File: src/rtl/mesi_pkg.sv
package mesi_pkg;
  typedef enum logic [1:0] {
    ST_I = 2'd0,
    ST_S = 2'd1,
    ST_E = 2'd2,
    ST_M = 2'd3
  } line_st_e;

  typedef enum logic [1:0] {
    CMD_NONE = 2'd0,
    CMD_RD   = 2'd1,
    CMD_RDX  = 2'd2,
    CMD_UPG  = 2'd3
  } bus_cmd_e;
endpackage

File: src/rtl/mesi_line_array.sv
module mesi_line_array
  import mesi_pkg::*;
#(
  parameter int LINES = 4,
  parameter int TAG_W = 6,
  localparam int IDX_W = $clog2(LINES)
) (
  input  logic             clk,
  input  logic             rst_n,
  input  logic [IDX_W-1:0] rd_a_idx,
  output line_st_e         rd_a_st,
  output logic [TAG_W-1:0] rd_a_tag,
  input  logic [IDX_W-1:0] rd_b_idx,
  output line_st_e         rd_b_st,
  output logic [TAG_W-1:0] rd_b_tag,
  input  logic             wr_en,
  input  logic [IDX_W-1:0] wr_idx,
  input  logic [TAG_W-1:0] wr_tag,
  input  line_st_e         wr_st
);
  line_st_e         st_q  [LINES];
  logic [TAG_W-1:0] tag_q [LINES];

  for (genvar g = 0; g < LINES; g++) begin : g_line
    logic hit_wr;
    assign hit_wr = wr_en && (wr_idx == IDX_W'(g));

    always_ff @(posedge clk or negedge rst_n) begin
      if (!rst_n) begin
        st_q[g]  <= ST_I;
        tag_q[g] <= '0;
      end else if (hit_wr) begin
        st_q[g]  <= wr_st;
        tag_q[g] <= wr_tag;
      end
    end
  end

  assign rd_a_st  = st_q[rd_a_idx];
  assign rd_a_tag = tag_q[rd_a_idx];
  assign rd_b_st  = st_q[rd_b_idx];
  assign rd_b_tag = tag_q[rd_b_idx];
endmodule

File: src/rtl/mesi_cpu_xition.sv
module mesi_cpu_xition
  import mesi_pkg::*;
(
  input  logic     hit,
  input  line_st_e cur,
  input  logic     write,
  input  logic     shared_in,
  output logic     need_bus,
  output bus_cmd_e cmd,
  output line_st_e nxt
);
  always_comb begin
    need_bus = 1'b0;
    cmd      = CMD_NONE;
    nxt      = hit ? cur : ST_I;
    if (!hit) begin
      need_bus = 1'b1;
      if (write) begin
        cmd = CMD_RDX;
        nxt = ST_M;
      end else begin
        cmd = CMD_RD;
        nxt = shared_in ? ST_S : ST_E;
      end
    end else if (write) begin
      if (cur == ST_S) begin
        need_bus = 1'b1;
        cmd      = CMD_UPG;
      end
      nxt = ST_M;
    end
  end
endmodule

File: src/rtl/mesi_snoop_xition.sv
module mesi_snoop_xition
  import mesi_pkg::*;
(
  input  logic     clk,
  input  logic     rst_n,
  input  logic     valid,
  input  logic     hit,
  input  line_st_e cur,
  input  bus_cmd_e cmd,
  output logic     upd,
  output line_st_e nxt,
  output logic     flush,
  output logic     shared_out
);
  always_comb begin
    upd        = 1'b0;
    nxt        = cur;
    flush      = 1'b0;
    shared_out = 1'b0;
    if (valid && hit) begin
      case (cmd)
        CMD_RD: begin
          shared_out = 1'b1;
          flush      = (cur == ST_M);
          nxt        = ST_S;
          upd        = 1'b1;
        end
        CMD_RDX: begin
          shared_out = 1'b1;
          flush      = (cur == ST_M);
          nxt        = ST_I;
          upd        = 1'b1;
        end
        CMD_UPG: begin
          if (cur == ST_S) begin
            nxt = ST_I;
            upd = 1'b1;
          end
        end
        default: ;
      endcase
    end
  end


  flush_has_shared_chk: assert property (@(posedge clk) disable iff (!rst_n)
    flush |-> shared_out);


  upg_quiet_chk: assert property (@(posedge clk) disable iff (!rst_n)
    (valid && cmd == CMD_UPG) |-> (!flush && !shared_out));
endmodule

File: src/rtl/mesi_snoop_ctrl.sv
module mesi_snoop_ctrl
  import mesi_pkg::*;
#(
  parameter int ADDR_W = 8,
  parameter int LINES  = 4
) (
  input  logic              clk,
  input  logic              rst_n,
  input  logic              cpu_valid,
  input  logic              cpu_write,
  input  logic [ADDR_W-1:0] cpu_addr,
  output logic              cpu_ready,
  output logic [1:0]        cpu_state,
  output logic              bus_req,
  output logic [1:0]        bus_cmd,
  output logic [ADDR_W-1:0] bus_addr,
  input  logic              bus_grant,
  input  logic              bus_shared_in,
  output logic              evict_flush,
  input  logic              snoop_valid,
  input  logic [1:0]        snoop_cmd,
  input  logic [ADDR_W-1:0] snoop_addr,
  output logic              snoop_shared_out,
  output logic              snoop_flush
);
  localparam int IDX_W = $clog2(LINES);
  localparam int TAG_W = ADDR_W - IDX_W;

  // reset: asynchronous assert, synchronous release
  logic [1:0] rst_pipe_q;
  logic       rst_int_n;
  always_ff @(posedge clk or negedge rst_n) begin
    if (!rst_n) rst_pipe_q <= 2'b00;
    else        rst_pipe_q <= {rst_pipe_q[0], 1'b1};
  end
  assign rst_int_n = rst_pipe_q[1];

  logic [IDX_W-1:0] c_idx, s_idx, wr_idx;
  logic [TAG_W-1:0] c_tag, s_tag, a_tag, b_tag, wr_tag;
  line_st_e         a_st, b_st, c_nxt, s_nxt, wr_st;
  logic             c_hit, s_hit, need_bus, s_upd, cpu_go, wr_en;
  bus_cmd_e         c_cmd;

  assign c_idx = cpu_addr[IDX_W-1:0];
  assign c_tag = cpu_addr[ADDR_W-1:IDX_W];
  assign s_idx = snoop_addr[IDX_W-1:0];
  assign s_tag = snoop_addr[ADDR_W-1:IDX_W];

  mesi_line_array #(.LINES(LINES), .TAG_W(TAG_W)) u_array (
    .clk(clk), .rst_n(rst_int_n),
    .rd_a_idx(c_idx), .rd_a_st(a_st), .rd_a_tag(a_tag),
    .rd_b_idx(s_idx), .rd_b_st(b_st), .rd_b_tag(b_tag),
    .wr_en(wr_en), .wr_idx(wr_idx), .wr_tag(wr_tag), .wr_st(wr_st)
  );

  assign c_hit = (a_st != ST_I) && (a_tag == c_tag);
  assign s_hit = (b_st != ST_I) && (b_tag == s_tag);

  mesi_cpu_xition u_cpu (
    .hit(c_hit), .cur(a_st), .write(cpu_write), .shared_in(bus_shared_in),
    .need_bus(need_bus), .cmd(c_cmd), .nxt(c_nxt)
  );

  mesi_snoop_xition u_snp (
    .clk(clk), .rst_n(rst_int_n),
    .valid(snoop_valid), .hit(s_hit), .cur(b_st), .cmd(bus_cmd_e'(snoop_cmd)),
    .upd(s_upd), .nxt(s_nxt), .flush(snoop_flush), .shared_out(snoop_shared_out)
  );

  // processor side yields to the snoop port
  assign cpu_go      = cpu_valid && !snoop_valid;
  assign bus_req     = cpu_go && need_bus;
  assign bus_cmd     = bus_req ? c_cmd : CMD_NONE;
  assign bus_addr    = cpu_addr;
  assign cpu_ready   = cpu_go && (!need_bus || bus_grant);
  assign evict_flush = bus_req && bus_grant && !c_hit && (a_st == ST_M);
  assign cpu_state   = c_hit ? a_st : ST_I;

  // next-state selection for the single array write port
  always_comb begin
    wr_en  = 1'b0;
    wr_idx = c_idx;
    wr_tag = c_tag;
    wr_st  = c_nxt;
    if (s_upd) begin
      wr_en  = 1'b1;
      wr_idx = s_idx;
      wr_tag = b_tag;
      wr_st  = s_nxt;
    end else if (cpu_ready) begin
      wr_en = 1'b1;
    end
  end


  snoop_stalls_cpu_chk: assert property (@(posedge clk) disable iff (!rst_int_n)
    snoop_valid |-> (!cpu_ready && !bus_req));


  upg_only_from_s_chk: assert property (@(posedge clk) disable iff (!rst_int_n)
    (bus_req && bus_cmd == CMD_UPG) |-> (cpu_state == ST_S));


  m_hit_quiet_chk: assert property (@(posedge clk) disable iff (!rst_int_n)
    (cpu_go && cpu_state == ST_M) |-> (!bus_req && cpu_ready));


  write_lands_m_chk: assert property (@(posedge clk) disable iff (!rst_int_n)
    (cpu_ready && cpu_write) |=> ((cpu_addr != $past(cpu_addr)) || (cpu_state == ST_M)));


  stall_until_grant_chk: assert property (@(posedge clk) disable iff (!rst_int_n)
    (bus_req && !bus_grant) |-> !cpu_ready);
endmodule

File: config.mk
export PLATFORM = sky130hd
export DESIGN_NAME = mesi_snoop_ctrl
export DESIGN_NICKNAME = d
export VERILOG_FILES = /design/src/rtl/mesi_pkg.sv /design/src/rtl/mesi_line_array.sv /design/src/rtl/mesi_cpu_xition.sv /design/src/rtl/mesi_snoop_xition.sv /design/src/rtl/mesi_snoop_ctrl.sv
export SDC_FILE = /design/constraint.sdc
export NUM_CORES = 1
export LEC_CHECK = 0
export BUFFER_PORTS_ARGS = -buffer_cell sky130_fd_sc_hd__buf_4
export CORE_ASPECT_RATIO = 1.1
export CORE_MARGIN = 3
export CORE_UTILIZATION = 50
export DETAILED_ROUTE_END_ITERATION = 8
export PLACE_DENSITY = 0.73
export SYNTH_ARGS = -nofsm -noshare
export SYNTH_HDL_FRONTEND = slang
export SYNTH_SLANG_ARGS = --single-unit
File: constraint.sdc
create_clock -name clk -period 7.7 [get_ports clk]
set_clock_uncertainty 0.2 [all_clocks]
set_input_delay 2.31 -clock clk [delete_from_list [all_inputs] [get_ports clk]]
set_output_delay 2.31 -clock clk [all_outputs]
set_load 0.005 [all_outputs]
==> impl_results.html <==
<table>
<tr><th>Metric</th><th>Value</th></tr>
<tr><th colspan="2">Run status</th></tr>
<tr><td>Result of the run</td><td>finished, final reports clean</td></tr>
<tr><th colspan="2">Setup path</th></tr>
<tr><td>Data arrival time of the critical path</td><td>4.48 ns</td></tr>
<tr><td>Worst setup slack for register-to-register paths</td><td>4.23 ns</td></tr>
<tr><td>Kind of critical path</td><td>in -&gt; out</td></tr>
<tr><td>Worst Setup Start Kind</td><td>input port</td></tr>
<tr><td>Worst setup path startpoint</td><td>cpu_addr[0]</td></tr>
<tr><td>Worst R2R End</td><td>u_array.tag_q[9]</td></tr>
<tr><td>Critical path endpoint category</td><td>primary output</td></tr>
<tr><td>Reg2Reg Depth</td><td>7</td></tr>
<tr><td>Start of the worst register-to-register path</td><td>u_array.tag_q[15]</td></tr>
<tr><td>Maximum fanout encountered on the critical timing path</td><td>13</td></tr>
<tr><td>Critical path data required time</td><td>5.19 ns</td></tr>
<tr><td>Endpoint of the worst setup timing path</td><td>cpu_ready</td></tr>
<tr><th colspan="2">Layout</th></tr>
<tr><td>Net count, final</td><td>239</td></tr>
<tr><td>Register Area</td><td>851 µm²</td></tr>
<tr><td>Final design instance area without fill</td><td>0.00267 mm²</td></tr>
<tr><td>Area Growth Syn to Fin</td><td>16.5%</td></tr>
<tr><td>Multi-input gate area in the final layout</td><td>0.00129 mm²</td></tr>
<tr><td>Core Util, Final</td><td>61.3%</td></tr>
<tr><td>Fillers</td><td>356</td></tr>
<tr><td>Proportion of layout cells with a drive suffix above 1</td><td>48.4%</td></tr>
<tr><td>Count of inserted antenna diode cells</td><td>0</td></tr>
<tr><td>Number of non-filler instances in the completed layout</td><td>267</td></tr>
<tr><th colspan="2">Floorplanning</th></tr>
<tr><td>Core area</td><td>0.00435 mm²</td></tr>
<tr><td>Die Height</td><td>76.9 µm</td></tr>
<tr><td>Initial Util</td><td>52.6%</td></tr>
<tr><td>Die area</td><td>0.00542 mm²</td></tr>
<tr><td>Top-Level Pins</td><td>42</td></tr>
<tr><td>Chip width</td><td>70.5 µm</td></tr>
<tr><td>Placement Rows</td><td>25</td></tr>
<tr><th colspan="2">Place</th></tr>
<tr><td>Number of buffers inserted by port buffering</td><td>41</td></tr>
<tr><td>Cell area reported after detailed placement</td><td>0.00255 mm²</td></tr>
<tr><td>HPWL reported at the end of detailed placement</td><td>3920 µm</td></tr>
<tr><td>DP Cell Count</td><td>259</td></tr>
<tr><td>Last weighted congestion value of the routability-driven placer</td><td>0.921</td></tr>
<tr><th colspan="2">Synthesis</th></tr>
<tr><td>Post-synthesis share of cell area spent on and, or, nand and nor gates</td><td>7.22%</td></tr>
<tr><td>Ys Warns</td><td>0</td></tr>
<tr><td>Post-synthesis net count</td><td>205</td></tr>
<tr><td>Xor and xnor area share after synthesis</td><td>5.36%</td></tr>
<tr><td>Gate count of the mapped netlist</td><td>178</td></tr>
<tr><td>Compound-Gate Fraction of Synth Area</td><td>6.24%</td></tr>
<tr><td>Ys flop type</td><td>dfrtp_1</td></tr>
<tr><td>Multiplexer area fraction after synthesis</td><td>36.4%</td></tr>
<tr><td>Dominant combinational cell family by area after synthesis</td><td>multiplexers</td></tr>
<tr><td>Synth Register Bits</td><td>34</td></tr>
<tr><td>Cell Area, Synth</td><td>0.00229 mm²</td></tr>
<tr><td>Fraction of the yosys area taken by sequential cells</td><td>37.2%</td></tr>
<tr><td>Syn Area/Cell</td><td>12.8 µm²</td></tr>
<tr><td>Number of distinct standard cells referenced by the synthesized netlist</td><td>39</td></tr>
<tr><td>Post-Synth Adder-Cell Area</td><td>1.09%</td></tr>
<tr><td>Post-synthesis async set-or-reset flop share</td><td>100%</td></tr>
<tr><td>Number of enable flip-flop cells after synthesis</td><td>0</td></tr>
<tr><th colspan="2">STA</th></tr>
<tr><td>RSZ-0062 raised after global routing</td><td>no</td></tr>
<tr><td>Final count of pins violating max slew</td><td>0</td></tr>
<tr><td>Worst-margin pin slew</td><td>0.673 ns</td></tr>
<tr><td>Relative slew margins</td><td>55.1%</td></tr>
<tr><td>Setup violations, final</td><td>0</td></tr>
<tr><td>Post-route clock period utilization</td><td>90.8%</td></tr>
<tr><td>Final setup TNS</td><td>0 ns</td></tr>
<tr><td>Max Fclk</td><td>143 MHz</td></tr>
<tr><td>Tmin final</td><td>6.99 ns</td></tr>
<tr><td>Number of hold violations in the final report</td><td>0</td></tr>
<tr><th colspan="2">Pwr</th></tr>
<tr><td>Leakage Power</td><td>1.21 nW</td></tr>
<tr><td>Net switching share of the total power</td><td>28.8%</td></tr>
<tr><td>Clock network fraction of design power</td><td>26.5%</td></tr>
<tr><td>Switch Pwr</td><td>0.000166 W</td></tr>
<tr><td>Fraction of power consumed by sequential logic</td><td>43.2%</td></tr>
<tr><td>P_int</td><td>0.000410 W</td></tr>
<tr><td>Peak supply drop</td><td>0.000130 V</td></tr>
<tr><td>Part of the total power dissipated in combinational logic</td><td>30.2%</td></tr>
<tr><td>Power per standard cell area</td><td>216 mW/mm²</td></tr>
<tr><td>Sum of internal, switching and leakage power</td><td>0.000576 W</td></tr>
<tr><th colspan="2">Global route</th></tr>
<tr><td>Largest net degree at the start of global routing</td><td>33</td></tr>
<tr><td>Wire length of the first global-routing pass</td><td>8580 µm</td></tr>
<tr><td>Vias in the first global route</td><td>1783</td></tr>
<tr><td>Overall track demand over capacity in global routing</td><td>20.6%</td></tr>
<tr><td>Initial antenna violation count</td><td>0</td></tr>
<tr><td>Aggregate global routing overflow</td><td>0</td></tr>
<tr><th colspan="2">CTS</th></tr>
<tr><td>Total clock sinks</td><td>34</td></tr>
<tr><td>Number of buffers on the longest clock path</td><td>2</td></tr>
<tr><td>TritonCTS clock tree</td><td>done</td></tr>
<tr><td>H-Tree Level Count</td><td>2</td></tr>
<tr><td>Number of hold-repair buffers added at the cts stage</td><td>0</td></tr>
<tr><td>CTS Buf Count</td><td>5</td></tr>
<tr><td>Worst-Skew Late Latency</td><td>0.28 ns</td></tr>
<tr><td>Root buffer selected by CTS</td><td>clkbuf_8</td></tr>
<tr><td>Post-CTS Repair Setup Buffers</td><td>0</td></tr>
<tr><td>Clock-pin slew reported for the worst setup and hold paths after clock tree synthesis</td><td>0.07 ns</td></tr>
<tr><td>Cells resized by post-CTS repair</td><td>0</td></tr>
<tr><th colspan="2">Drt</th></tr>
<tr><td>DRT antenna net count</td><td>0</td></tr>
<tr><td>Number of detailed-routing iterations run before antenna repair</td><td>4</td></tr>
<tr><td>DRC</td><td>0</td></tr>
<tr><td>Routed length per instance</td><td>19.5 µm</td></tr>
<tr><td>Initial detailed-routing violation count</td><td>99</td></tr>
<tr><td>DR vias/cell</td><td>6.07</td></tr>
<tr><td>WL final</td><td>5200 µm</td></tr>
<tr><td>Via Count</td><td>1622</td></tr>
<tr><th colspan="2">Flow run</th></tr>
<tr><td>Max-Cap Viols</td><td>0</td></tr>
<tr><th colspan="2">Min path</th></tr>
<tr><td>Worst hold-check path type</td><td>reg -&gt; async</td></tr>
</table>
==> cells in the final DEF (no fill, tap or decap), drive strengths merged, types with 4 or more instances in the layout <==
| cell | n |
|---|---|
| a21oi | 6 |
| and3 | 4 |
| buf | 42 |
| clkbuf | 8 |
| dfrtp | 34 |
| inv | 8 |
| mux2 | 38 |
| mux2i | 4 |
| mux4 | 14 |
| nor2 | 5 |
| nor3 | 8 |
| xnor2 | 12 |
==> layout make-up <==
class | instances | share of cell area (%)
multi-input combinational | 121 | 48.5
clock buffer | 8 | 4.13
inverter | 8 | 1.13
tap | 54 | 2.54
timing repair buffer | 42 | 11.8
sequential | 34 | 31.9
==> metrics by stage <==
step,setup slack (ns),hold WS (ns)
detailed placement,0.730,0.0863
floorplan,1.00,0.131
global route,0.617,0.122
global placement,0.846,0.0589
finish,0.708,0.0606
CTS,0.732,0.0860
==> power groups by stage <==
stage | registers, W | clock network (W) | logic (W)
6_report | 0.000249 | 0.000153 | 0.000174
4_1_cts | 0.000248 | 0.000156 | 0.000176
2_1_floorplan | 0.000242 | 0 | 0.000134
3_3_place_gp | 0.000246 | 0 | 0.000167
5_1_grt | 0.000255 | 0.000163 | 0.000190
3_5_place_dp | 0.000252 | 0 | 0.000175
==> cells by family after synthesis <==
group	count (synthesis)
buf+inv	23
fa+ha+maj	2
other cells	1
mux	56
xor+xnor	14
compound gates	18
flops	34
simple gates	30
==> flip-flops by register name, indices dropped and copies added, names as in the netlist <==
name           count
u_array.st_q       8
u_array.tag_q     24
rst_pipe_q         2
==> per-layer routing <==
metal	GRT usage, %	part of all wire (%)	wire length, µm	vias to the layer above
met5	0	0	0	-
met4	11.3	3.0	155	0
met3	4.59	6.1	316	19
met2	34.2	51	2640	68
met1	24.7	40	2080	809
li1	-	-	-	726
==> how the worst min path moves through the flow <==
stage,end,slack (ns),cells after the start
2_1_floorplan,rst_pipe_q[1],0.13,0
3_3_place_gp,u_array.tag_q[12],0.06,1
5_1_grt,u_array.tag_q[12],0.12,1
3_5_place_dp,u_array.tag_q[19],0.09,1
4_1_cts,u_array.st_q[4],0.09,1
6_report,u_array.tag_q[12],0.06,1
==> critical path, cell delays in order <==
cell      delay (ns)
buf_4           0.20
mux4_2          0.53
xnor2_1         0.18
o221ai_1        0.32
o31ai_2         0.62
and2_1          0.21
buf_4           0.11
==> Yosys cell counts (3+ instances only) <==
library cell	instances	area, µm²
a21oi_1	3	15.0
a21oi_2	3	26.3
a31oi_1	3	18.8
and3_1	4	25.0
buf_2	3	15.0
buf_4	8	60.1
dfrtp_1	34	851
inv_1	8	30.0
mux2_2	32	360
mux2_4	6	90.1
mux2i_1	4	40.0
mux4_1	7	184
mux4_2	7	158
nor2_1	5	18.8
nor3_1	8	40.0
nor3b_1	3	22.5
xnor2_1	12	105
Note: power is estimated with default switching activity, not from simulation.
